[config.mk]
export PLATFORM = sky130hd
export DESIGN_NAME = audio_irq_hub
export DESIGN_NICKNAME = d
export VERILOG_FILES = /design/src/rtl/audio_irq_pkg.sv /design/src/rtl/audio_irq_ctrl.sv /design/src/rtl/audio_irq_dp.sv /design/src/rtl/audio_irq_hub.sv
export SDC_FILE = /design/constraint.sdc
export NUM_CORES = 1
export LEC_CHECK = 0
export CORE_MARGIN = 2
export CORE_UTILIZATION = 55
export CTS_CLUSTER_DIAMETER = 30
export CTS_CLUSTER_SIZE = 14
export DETAILED_ROUTE_END_ITERATION = 10
export HOLD_SLACK_MARGIN = 0.05
export PLACE_DENSITY = 0.84
export REMOVE_ABC_BUFFERS = 1
export SLEW_MARGIN = 20
export SYNTH_ARGS = -nofsm -noshare
export SYNTH_HDL_FRONTEND = slang
export SYNTH_SLANG_ARGS = --single-unit
[constraint.sdc]
create_clock -name clk -period 2.6 [get_ports clk]
set_input_delay 0.52 -clock clk [delete_from_list [all_inputs] [get_ports clk]]
set_output_delay 0.52 -clock clk [all_outputs]
set_load 0.005 [all_outputs]
[src/rtl/audio_irq_pkg.sv]
package audio_irq_pkg;

  // register addresses
  localparam int unsigned REG_STATUS = 0;
  localparam int unsigned REG_MASK   = 1;
  localparam int unsigned REG_ENMASK = 2;
  localparam int unsigned REG_SOFT   = 3;

  // soft-reset register bit positions
  localparam int unsigned SOFT_ALL_BIT  = 0;
  localparam int unsigned SOFT_INT_BIT  = 4;
  localparam int unsigned SOFT_PORTA_BIT = 8;
  localparam int unsigned SOFT_PORTB_BIT = 12;

  typedef struct packed {
    logic wrStatus;
    logic wrMask;
    logic wrEnMask;
    logic intReset;
    logic portAReset;
    logic portBReset;
    logic allReset;
  } strobe_t;

endpackage

[src/rtl/audio_irq_ctrl.sv]
module audio_irq_ctrl
  import audio_irq_pkg::*;
#(
  parameter int unsigned ADDR_W = 2,
  parameter int unsigned KEEP_W = 24
) (
  input  logic              clk,
  input  logic              rstN,
  input  logic              wrEn,
  input  logic [ADDR_W-1:0] addr,
  input  logic [KEEP_W-1:0] wrData,
  output strobe_t           strb,
  output logic [KEEP_W-1:0] softQ
);

  logic wrSoft;

  assign wrSoft = wrEn && (addr == ADDR_W'(REG_SOFT));

  // a reset action fires when a stored 0 is overwritten with 1
  always_comb begin
    strb            = '0;
    strb.wrStatus   = wrEn && (addr == ADDR_W'(REG_STATUS));
    strb.wrMask     = wrEn && (addr == ADDR_W'(REG_MASK));
    strb.wrEnMask   = wrEn && (addr == ADDR_W'(REG_ENMASK));
    strb.allReset   = wrSoft && wrData[SOFT_ALL_BIT]   && !softQ[SOFT_ALL_BIT];
    strb.intReset   = wrSoft && wrData[SOFT_INT_BIT]   && !softQ[SOFT_INT_BIT];
    strb.portAReset = wrSoft && wrData[SOFT_PORTA_BIT] && !softQ[SOFT_PORTA_BIT];
    strb.portBReset = wrSoft && wrData[SOFT_PORTB_BIT] && !softQ[SOFT_PORTB_BIT];
  end

  always_ff @(posedge clk or negedge rstN) begin
    if (!rstN) begin
      softQ <= '0;
    end else if (wrSoft) begin
      softQ <= wrData;
    end
  end

endmodule

[src/rtl/audio_irq_dp.sv]
module audio_irq_dp
  import audio_irq_pkg::*;
#(
  parameter int unsigned NUM_SRC    = 4,
  parameter int unsigned SRC_STRIDE = 4,
  parameter int unsigned ADDR_W     = 2,
  parameter int unsigned KEEP_W     = 24
) (
  input  logic               clk,
  input  logic               rstN,
  input  logic [NUM_SRC-1:0] srcReq,
  input  strobe_t            strb,
  input  logic [KEEP_W-1:0]  wrData,
  input  logic [ADDR_W-1:0]  addr,
  input  logic [KEEP_W-1:0]  softQ,
  output logic [KEEP_W-1:0]  rdWord,
  output logic               cpuIrq,
  output logic [NUM_SRC-1:0] statusVec,
  output logic [NUM_SRC-1:0] gateVec,
  output logic [NUM_SRC-1:0] evtVec
);

  localparam int unsigned HALF_SRC = NUM_SRC / 2;

  logic [NUM_SRC-1:0] srcPrev;
  logic [NUM_SRC-1:0] statusQ;
  logic [NUM_SRC-1:0] actPrev;
  logic [NUM_SRC-1:0] activeVec;
  logic [NUM_SRC-1:0] clrVec;
  logic [KEEP_W-1:0]  maskQ;
  logic [KEEP_W-1:0]  enMaskQ;
  logic [KEEP_W-1:0]  statusWord;
  logic               pendQ;

  assign evtVec    = srcReq & ~srcPrev;
  assign activeVec = statusQ & gateVec;

  for (genvar i = 0; i < NUM_SRC; i++) begin : g_src
    logic portClr;
    if (i < HALF_SRC) begin : g_portA
      assign portClr = strb.portAReset;
    end else begin : g_portB
      assign portClr = strb.portBReset;
    end
    assign gateVec[i] = maskQ[i*SRC_STRIDE] & enMaskQ[i*SRC_STRIDE];
    assign clrVec[i]  = (strb.wrStatus & ~wrData[i*SRC_STRIDE]) | portClr;
  end

  always_ff @(posedge clk or negedge rstN) begin
    if (!rstN) begin
      srcPrev <= '0;
      statusQ <= '0;
      actPrev <= '0;
      maskQ   <= '0;
      enMaskQ <= '0;
      pendQ   <= 1'b0;
    end else begin
      srcPrev <= srcReq;
      if (strb.allReset) begin
        statusQ <= '0;
        actPrev <= '0;
        maskQ   <= '0;
        enMaskQ <= '0;
        pendQ   <= 1'b0;
      end else begin
        statusQ <= (statusQ & ~clrVec) | evtVec;
        actPrev <= activeVec;
        if (strb.wrMask)   maskQ   <= wrData;
        if (strb.wrEnMask) enMaskQ <= wrData;
        if (|(activeVec & ~actPrev)) pendQ <= 1'b1;
        else if (strb.intReset)      pendQ <= 1'b0;
      end
    end
  end

  always_comb begin
    statusWord = '0;
    for (int i = 0; i < NUM_SRC; i++) statusWord[i*SRC_STRIDE] = statusQ[i];
  end

  always_comb begin
    case (addr)
      ADDR_W'(REG_STATUS): rdWord = statusWord;
      ADDR_W'(REG_MASK):   rdWord = maskQ;
      ADDR_W'(REG_ENMASK): rdWord = enMaskQ;
      default:             rdWord = softQ;
    endcase
  end

  assign cpuIrq    = pendQ;
  assign statusVec = statusQ;

endmodule

[src/rtl/audio_irq_hub.sv]
module audio_irq_hub
  import audio_irq_pkg::*;
#(
  parameter int unsigned NUM_SRC    = 4,
  parameter int unsigned SRC_STRIDE = 4,
  parameter int unsigned ADDR_W     = 2,
  parameter int unsigned BUS_W      = 32,
  parameter int unsigned KEEP_W     = 24
) (
  input  logic               clk,
  input  logic               rstN,
  input  logic [NUM_SRC-1:0] srcReq,
  input  logic               wrEn,
  input  logic [ADDR_W-1:0]  addr,
  input  logic [BUS_W-1:0]   wrData,
  output logic [BUS_W-1:0]   rdData,
  output logic               cpuIrq
);

  localparam int unsigned DROP_W = BUS_W - KEEP_W;

  strobe_t            strb;
  logic [KEEP_W-1:0]  softQ;
  logic [KEEP_W-1:0]  rdWord;
  logic [NUM_SRC-1:0] statusVec;
  logic [NUM_SRC-1:0] gateVec;
  logic [NUM_SRC-1:0] evtVec;
  logic               unusedHi;

  assign unusedHi = ^wrData[BUS_W-1:KEEP_W];

  audio_irq_ctrl #(.ADDR_W(ADDR_W), .KEEP_W(KEEP_W)) u_ctrl (
    .clk    (clk),
    .rstN   (rstN),
    .wrEn   (wrEn),
    .addr   (addr),
    .wrData (wrData[KEEP_W-1:0]),
    .strb   (strb),
    .softQ  (softQ)
  );

  audio_irq_dp #(
    .NUM_SRC(NUM_SRC), .SRC_STRIDE(SRC_STRIDE), .ADDR_W(ADDR_W), .KEEP_W(KEEP_W)
  ) u_dp (
    .clk       (clk),
    .rstN      (rstN),
    .srcReq    (srcReq),
    .strb      (strb),
    .wrData    (wrData[KEEP_W-1:0]),
    .addr      (addr),
    .softQ     (softQ),
    .rdWord    (rdWord),
    .cpuIrq    (cpuIrq),
    .statusVec (statusVec),
    .gateVec   (gateVec),
    .evtVec    (evtVec)
  );

  assign rdData = {{DROP_W{1'b0}}, rdWord};

endmodule

## Yosys cells after proc, flatten, opt, wreduce, memory -nomap -nowiden

Index checks and enable logic that the tools add are counted.

- Bits in registers: 85
- Logic and storage cells: 65
- Output and inout port bits: 33
- Input port bits: 41

- Reductions and logical operators: 21
- Multiplexer cells: 10
- Equality and inequality tests: 3
- Bitwise gates (word level): 24

Operator list:

| kind | number |
|---|---|
| two-way mux 24 bit | 4 |
| case mux 24 bit (3 select lines) | 1 |
| AND 4 bit | 4 |
| logical AND 1 bit | 12 |
| inverter 4 bit | 3 |
| AND 1 bit | 8 |
| two-way mux 4 bit | 2 |
| == test 2 bit (second input constant) | 2 |
| logical NOT 1 bit | 4 |
| inverter 1 bit | 4 |
| bitwise OR 1 bit | 4 |
| bitwise OR 4 bit | 1 |
| nonzero test 2 bit | 2 |
| OR reduction 4 bit | 1 |
| two-way mux 1 bit | 3 |
| nonzero test 3 bit | 1 |
| == test 2 x 1 -> 1 bit (second input constant) | 1 |
| logical NOT 2 bit | 1 |

## Depth between registers and ports, before layout

Gate-level depths: netlist (run 1).

- Depth in word-level cells: 9
- Depth in mapped cells: 5
- Depth with buffers taken out: 3

## Cells and area by module

Synthesis (run 1) repeated with hierarchy kept, for this count alone.

- Cells, all modules: 326
- Area total of the unflattened synthesis: 4170.2 um^2

Modules (own cells, without submodules):

| module | sequential area each (um^2) | times used | cells each | area an instance (um^2) |
|---|---|---|---|---|
| audio_irq_dp | 1526.5 | 1 | 258 | 3081.7 |
| audio_irq_ctrl | 600.6 | 1 | 59 | 1024.7 |
| audio_irq_hub | 0.0 | 1 | 9 | 63.8 |

## Worst setup path before layout (run 1)

OpenSTA, ideal clock, no wires.

- Path type: in2out
- From: input port addr[0]
- To: output port rdData[11]
- Required time: 2.080 ns
- Stages on the path: 4
- Arrival: 1.316 ns
- Path slack: 0.764 ns
- Path buffers: 2
- Path through: buf_4 buf_6 mux2_2 a22o_1

- Cells in the longest elaborated chain, start to end: 2
- Elaborated cells between the ends (all ways): 4
- Those cells by class: eq/ne (2); mux (1); reduce/logical (1)

Ends and longest elaborated chain:

| item | line | RTL |
|---|---|---|
| start: declaration | audio_irq_hub.sv:14 | `input logic [ADDR_W-1:0] addr,` |
| == test 2 bit, or another cell as far along | audio_irq_dp.sv:82 | `case (addr)` |
| case mux 24 bit (3 select lines) * | audio_irq_dp.sv:82 |  |
| end: declaration | audio_irq_hub.sv:16 | `output logic [BUS_W-1:0] rdData,` |

Mark *: on every way between the ends. The rest lies on a longest branch, timed or not.

## Worst setup path after layout (run 1)

- From: input port addr[0]
- To: output port rdData[0]

Same word-level chain as after synthesis.

==> flow_summary.ini, run 1 <==
[run_status]
status = finished, final reports clean

[synthesis]
synthCells = 271
synth_top_cell_area_share = 0.572
synthesis.area_um2 = 3720
yosysTopAreaCell = dfrtp_1
synth-seq-cells = 85
syn_avg_cell_area_um2 = 13.7
synth_area_leaders = dfrtp_1, a22o_1, mux2_2
ys_seq_area_frac = 0.572
ys.warnings.count = 0
synth_cell_type_count = 27

[sta]
worst_clock_skew_ns = 0.00629
setup_viol = 0
max_freq_mhz = 390
hold_viol = 0
timing.final.crit_share = 0.985
timing.final.max_slew_violations = 0
slew_headroom = 0.565
fin_crit_ns = 2.56
worst_slew_pin_slew_ns = 0.652

[setup_path]
cp_data_arrival_time_ns = 2.04
critPathMaxFanout = 5
startpoint_type = input pin
endpoint_kind = output pin
cp.required_ns = 2.08
path_class = in -> out

[placed_design]
dpl.hpwl_um = 5580
portBuffers = 57
gp_congestion = 0.795

[power]
p_total_mw = 3.23
seq_power_share = 0.509
pwr-share-clk = 0.282
internal-power_mw = 2.42
swShare = 0.250
pwr_density_cell_nw_per_um2 = 678
switchingPower_mw = 0.809
ir_drop_mv = 0.438
leakage_nw = 2.35
p_comb_frac = 0.209

[floorplan]
die_h_um = 86.2
core_area_um2 = 6460
die-area_um2 = 7430
fp.dieW_um = 86.2
boundaryPins = 74
row_count = 29
start_util = 0.575

[layout]
fin_nets = 389
diodes = 0
layout-drive-gt1-share = 0.269
final_core_util = 0.738
final_cell_mix = dfrtp_1, a22o_1, mux2_2
area_delta_synth_final_pct = 28.3
final_common_cell = dfrtp_1

[cts]
cts_root_buf = clkbuf_8
clock_sinks = 85
cts_tree = yes
cts_htree_levels = 3
clk_path_buf_depth = 2
cts_hold_buf = 0
cts-buffers-inserted = 9
clkLatencyLatePin_ns = 0.35
clk_pin_slew_ns = 0.08

[drt]
avgRoutedWirePerCell_um = 20.8
drc = 0
dr.first_iter.drc_count = 175
vias = 2597
firstDrtPassIters = 4
avgViaCountPerCell = 6.08
drt-total-wl_um = 8870
ant_nets = 0

[grt]
grt-ovfl-total = 0
track_usage = 0.250
grt_pass1_vias = 2769
grt_max_degree = 51
grt_pass1_wl_um = 14200
grt_antenna_before_repair = 0

[min_path]
hold_class = in -> async

[run]
max-cap-violations = 0
layer usage:
metal	vias up	track usage	wire, um
li1	1169	-	-
met1	1325	0.344	3830
met2	95	0.405	4410
met3	8	0.0714	555
met4	0	0.0497	70
met5	-	0	0
through the flow:
stage                     hold slack (ns)  worst slack [ns]  setup TNS (ns)  cells  area [um2]
after CTS                           0.204           -0.0268         -0.0696    423        4690
final                               0.189            0.0379               0    427        4770
after floorplan                     0.224             0.606               0    252        3580
after detailed placement            0.459            -0.238           -5.06    408        4480
after global routing                0.223          -0.00508        -0.00508    427        4770
after global placement              0.441            -0.228           -4.72    408        4480
power by group through the flow:
stage	sequential (mW)	combinational (mW)	clock [mW]
final	1.64	0.676	0.911
after floorplan	1.62	0.360	0
after global routing	1.67	0.732	0.978
after global placement	1.64	0.666	0
after detailed placement	1.66	0.685	0
after CTS	1.64	0.684	0.927
flip-flops by register name (all words and copies together) (netlist names):
name,flops
u_ctrl.softQ,24
u_dp.actPrev,4
u_dp.cpuIrq,1
u_dp.enMaskQ,24
u_dp.maskQ,24
u_dp.srcPrev,4
u_dp.statusVec,4
synth_stat cells:
cell type  instances
clkbuf_1           2
o22ai_1            1
or3b_1             1
conb_1             1
buf_6              1
o21ai_0            4
o221ai_1           1
nand3_1            4
o32ai_1            2
o22a_1             2
mux2_2            44
mux4_2             4
nor2_1             8
a22o_1            68
dfrtp_1           85
or3_1              1
a21oi_1            3
buf_2             13
a31oi_1            1
nand2b_1           4
buf_4             10
nand3_2            1
a21o_1             2
inv_1              3
nand3b_1           1
nand2_1            2
nor2b_1            2
critical path, cell delays in order:
cell and delay [ns]:
clkdlybuf4s15_1 0.34, buf_4 0.20, mux4_2 0.51, clkdlybuf4s50_1 0.46
layout make-up:
cell class                      count  area, um2
Clock buffer                       11        151
Timing Repair Buffer               85        888
Sequential cell                    85       2130
Tap cell                           77       96.3
Clock inverter                      2       35.0
Inverter                            3       11.3
Fill cell                         425       1690
Multi-Input combinational cell    164       1460
worst paths after layout:
kind | from | end | slack [ns] | depth (start not counted)
min in group clk | u_dp.srcPrev[1] | u_dp.statusVec[1] | 0.45 | 1
setup / recovery | addr[0] | rdData[0] | 0.04 | 4
hold / removal | rstN | u_ctrl.softQ[12] | 0.19 | 1
setup reg to reg | u_ctrl.softQ[0] | u_dp.enMaskQ[11] | 1.02 | 4
hold reg to reg | u_dp.srcPrev[1] | u_dp.statusVec[1] | 0.45 | 1
max in group asynchronous | rstN | u_dp.maskQ[11] | 1.78 | 2
logic make-up after synthesis:
family / after synthesis / share of synthesized area
buf+inv: 29 / 0.0458
mux: 48 / 0.158
other cells: 1 / 0.00101
flops: 85 / 0.572
simple gates: 24 / 0.0343
compound gates: 84 / 0.189
timing repair:
action | 4_1_cts | 5_1_grt
pin swaps | 0 | 1
buffers inserted | 1 | 4
gates resized for setup | 13 | 18
cloned | 1 | 0
setup endpoints to repair | 24 | 17
Note: power is estimated with default switching activity, not from simulation.
==> run 2: changes to the inputs <==
--- a/config.mk
+++ b/config.mk
@@ -5,6 +5,7 @@
 export SDC_FILE = /design/constraint.sdc
 export NUM_CORES = 1
 export LEC_CHECK = 0
+export CAP_MARGIN = 20
 export CORE_MARGIN = 2
 export CORE_UTILIZATION = 55
 export CTS_CLUSTER_DIAMETER = 30
==> results of run 2 <==
Same layout as run 1: the final DEF is identical, and so are final timing and power.
==> run 3: changes to the inputs <==
--- a/config.mk
+++ b/config.mk
@@ -7,7 +7,7 @@
 export LEC_CHECK = 0
 export CAP_MARGIN = 20
 export CORE_MARGIN = 2
-export CORE_UTILIZATION = 55
+export CORE_UTILIZATION = 56
 export CTS_CLUSTER_DIAMETER = 30
 export CTS_CLUSTER_SIZE = 14
 export DETAILED_ROUTE_END_ITERATION = 10
@@ -17,4 +17,5 @@
 export SLEW_MARGIN = 20
 export SYNTH_ARGS = -nofsm -noshare
 export SYNTH_HDL_FRONTEND = slang
+export SYNTH_HIERARCHICAL = 1
 export SYNTH_SLANG_ARGS = --single-unit
==> run 3 against run 2 <==
Maximum frequency is 1.9% higher. Largest power group unchanged. Synthesized cell count is 19% higher. Global-route usage is 2.3 points lower. Die area is 9.1% higher. First-iteration DRC count is 4.0% lower. Cell area is 6.9% higher. Critical endpoint is now rdData[19]. Sequential share of layout area is 2.9 points lower. Utilization is 3.2 points lower. Flip-flop and latch count stayed put.
==> flow_summary.ini, run 3 <==
[sta]
max_freq_mhz = 398
slew_headroom = 0.573
hold_viol = 0
fin_crit_ns = 2.51
worst_slew_pin_slew_ns = 0.640
timing.final.max_slew_violations = 0
worst_clock_skew_ns = 0.00622
setup_viol = 0
setup_ws_ns = 0.0863
fin_hold_ws_ns = 0.179
tns_ns = 0
timing.final.crit_share = 0.967
rsz0062_at_grt = false

[setup_path]
cp.required_ns = 2.08
cp_cell_sequence = buf_2, buf_4, mux2_2, a22o_1, clkdlybuf4s50_1
path_class = in -> out
path_delay_family = buffers and inverters
critPathMaxFanout = 12
cpPeakStageDelay_ns = 0.43
startpoint_type = input pin
endpoint_kind = output pin
crit_buf_inv = 3
cp_data_arrival_time_ns = 1.99
critPathSlowestCell = clkdlybuf4s50_1

[layout]
final_common_cell = dfrtp_1
diodes = 0
final_core_util = 0.706
fillers = 530
layout-drive-gt1-share = 0.216
largestRegisters = u_ctrl/softQ (24), u_dp/enMaskQ (24), u_dp/maskQ (24)
fin_nets = 425
area_delta_synth_final_pct = 22.9
final_cell_mix = dfrtp_1, nor2_1, clkdlybuf4s50_1
final_cell_area_um2 = 5090

[drt]
avgViaCountPerCell = 5.53
drc = 0
ant_nets = 0
drt-total-wl_um = 8880
firstDrtPassIters = 4
dr.first_iter.drc_count = 168
avgRoutedWirePerCell_um = 18.2
vias = 2698

[power]
pwr_density_cell_nw_per_um2 = 709
leakage_nw = 2.30
ir_drop_mv = 0.393

[synthesis]
synthCells = 322
synthesis.area_um2 = 4150
syn_avg_cell_area_um2 = 12.9
ys.warnings.count = 6

[grt]
grt_max_degree = 58
grt-ovfl-total = 0
grt_pass1_wl_um = 14400
grt_pass1_vias = 2789
grt_antenna_before_repair = 0
track_usage = 0.227

[cts]
clock_sinks = 85
cts_root_buf = clkbuf_8
cts_htree_levels = 3
post-cts-setup-buffer-count = 0
clkLatencyLatePin_ns = 0.35
cts-buffers-inserted = 9
cts_tree = yes
clk_path_buf_depth = 2
clk_pin_slew_ns = 0.08

[min_path]
hold_class = in -> async

[floorplan]
die-area_um2 = 8110
die_h_um = 90.0
core_area_um2 = 7210
row_count = 31
fp.dieW_um = 90.0
start_util = 0.575
boundaryPins = 74

[placed_design]
gp_congestion = 0.753
dp_slack_ns = 0.00971
dpl.hpwl_um = 5630
placed_cell_area_um2 = 4850
portBuffers = 57

[run_status]
status = finished, final reports clean

[run]
max-cap-violations = 0
run 3: what timing repair did:
| action | in CTS | in global routing |
|---|---|---|
| gates resized for setup | 0 | 2 |
| hold endpoints to repair | 0 | 0 |
| hold buffers | 0 | 0 |
| endpoints found under the setup margin | 0 | 12 |
run 3: power breakdown:
group / internal [mW] / total (mW) / switching [mW] / leakage (nW)
Clock: 0.545 / 1.02 / 0.472 / 0.100
Sequential: 1.58 / 1.73 / 0.157 / 1.03
Combinational: 0.540 / 0.861 / 0.321 / 1.17
Total: 2.66 / 3.61 / 0.950 / 2.30
run 3: path summary, 6_finish.rpt:
kind,from,endpoint,slack [ns],cells after the start
worst max register to register,u_ctrl/softQ[0],u_dp/cpuIrq,1.30,4
max in group asynchronous,rstN,u_dp/enMaskQ[13],1.80,2
worst min-delay path,rstN,u_dp/enMaskQ[8],0.18,1
worst min register to register,u_ctrl/softQ[9],u_ctrl/softQ[9],0.51,1
worst max-delay path,addr[0],rdData[19],0.09,5
min in group clk,u_ctrl/softQ[9],u_ctrl/softQ[9],0.51,1
run 3: layout make-up:
type | instances | area [um2] | area share
repair buffers | 74 | 773 | 0.152
inverters | 4 | 15.0 | 0.00295
flip-flops and latches | 85 | 2130 | 0.418
well taps | 99 | 124 | 0.0243
clock buffers | 11 | 131 | 0.0258
clock inverters | 5 | 83.8 | 0.0165
multi-input cells | 210 | 1840 | 0.361
run 3: worst register-to-register path: cells and delay by family, from the launching register on:
family | cells | cell delay, ns
buffers and inverters | 2 | 0.39
AO/OA/AOI/OAI | 1 | 0.11
flip-flops | 1 | 0.42
AND/OR/NAND/NOR | 1 | 0.27
run 3: layer usage:
layer | GRT usage | up-vias | share of wire
li1 | - | 1237 | -
met4 | 0.0705 | 0 | 0.013
met1 | 0.296 | 1379 | 0.43
met2 | 0.377 | 74 | 0.51
met5 | 0 | - | 0
met3 | 0.0562 | 8 | 0.041
run 3: per-stage QoR:
| stage | cells | total power, mW |
|---|---|---|
| 3_3_place_gp | 471 | 2.56 |
| 3_5_place_dp | 471 | 2.61 |
| 5_1_grt | 488 | 3.80 |
| 6_report | 488 | 3.61 |
| 4_1_cts | 487 | 3.63 |
| 2_1_floorplan | 299 | 2.21 |
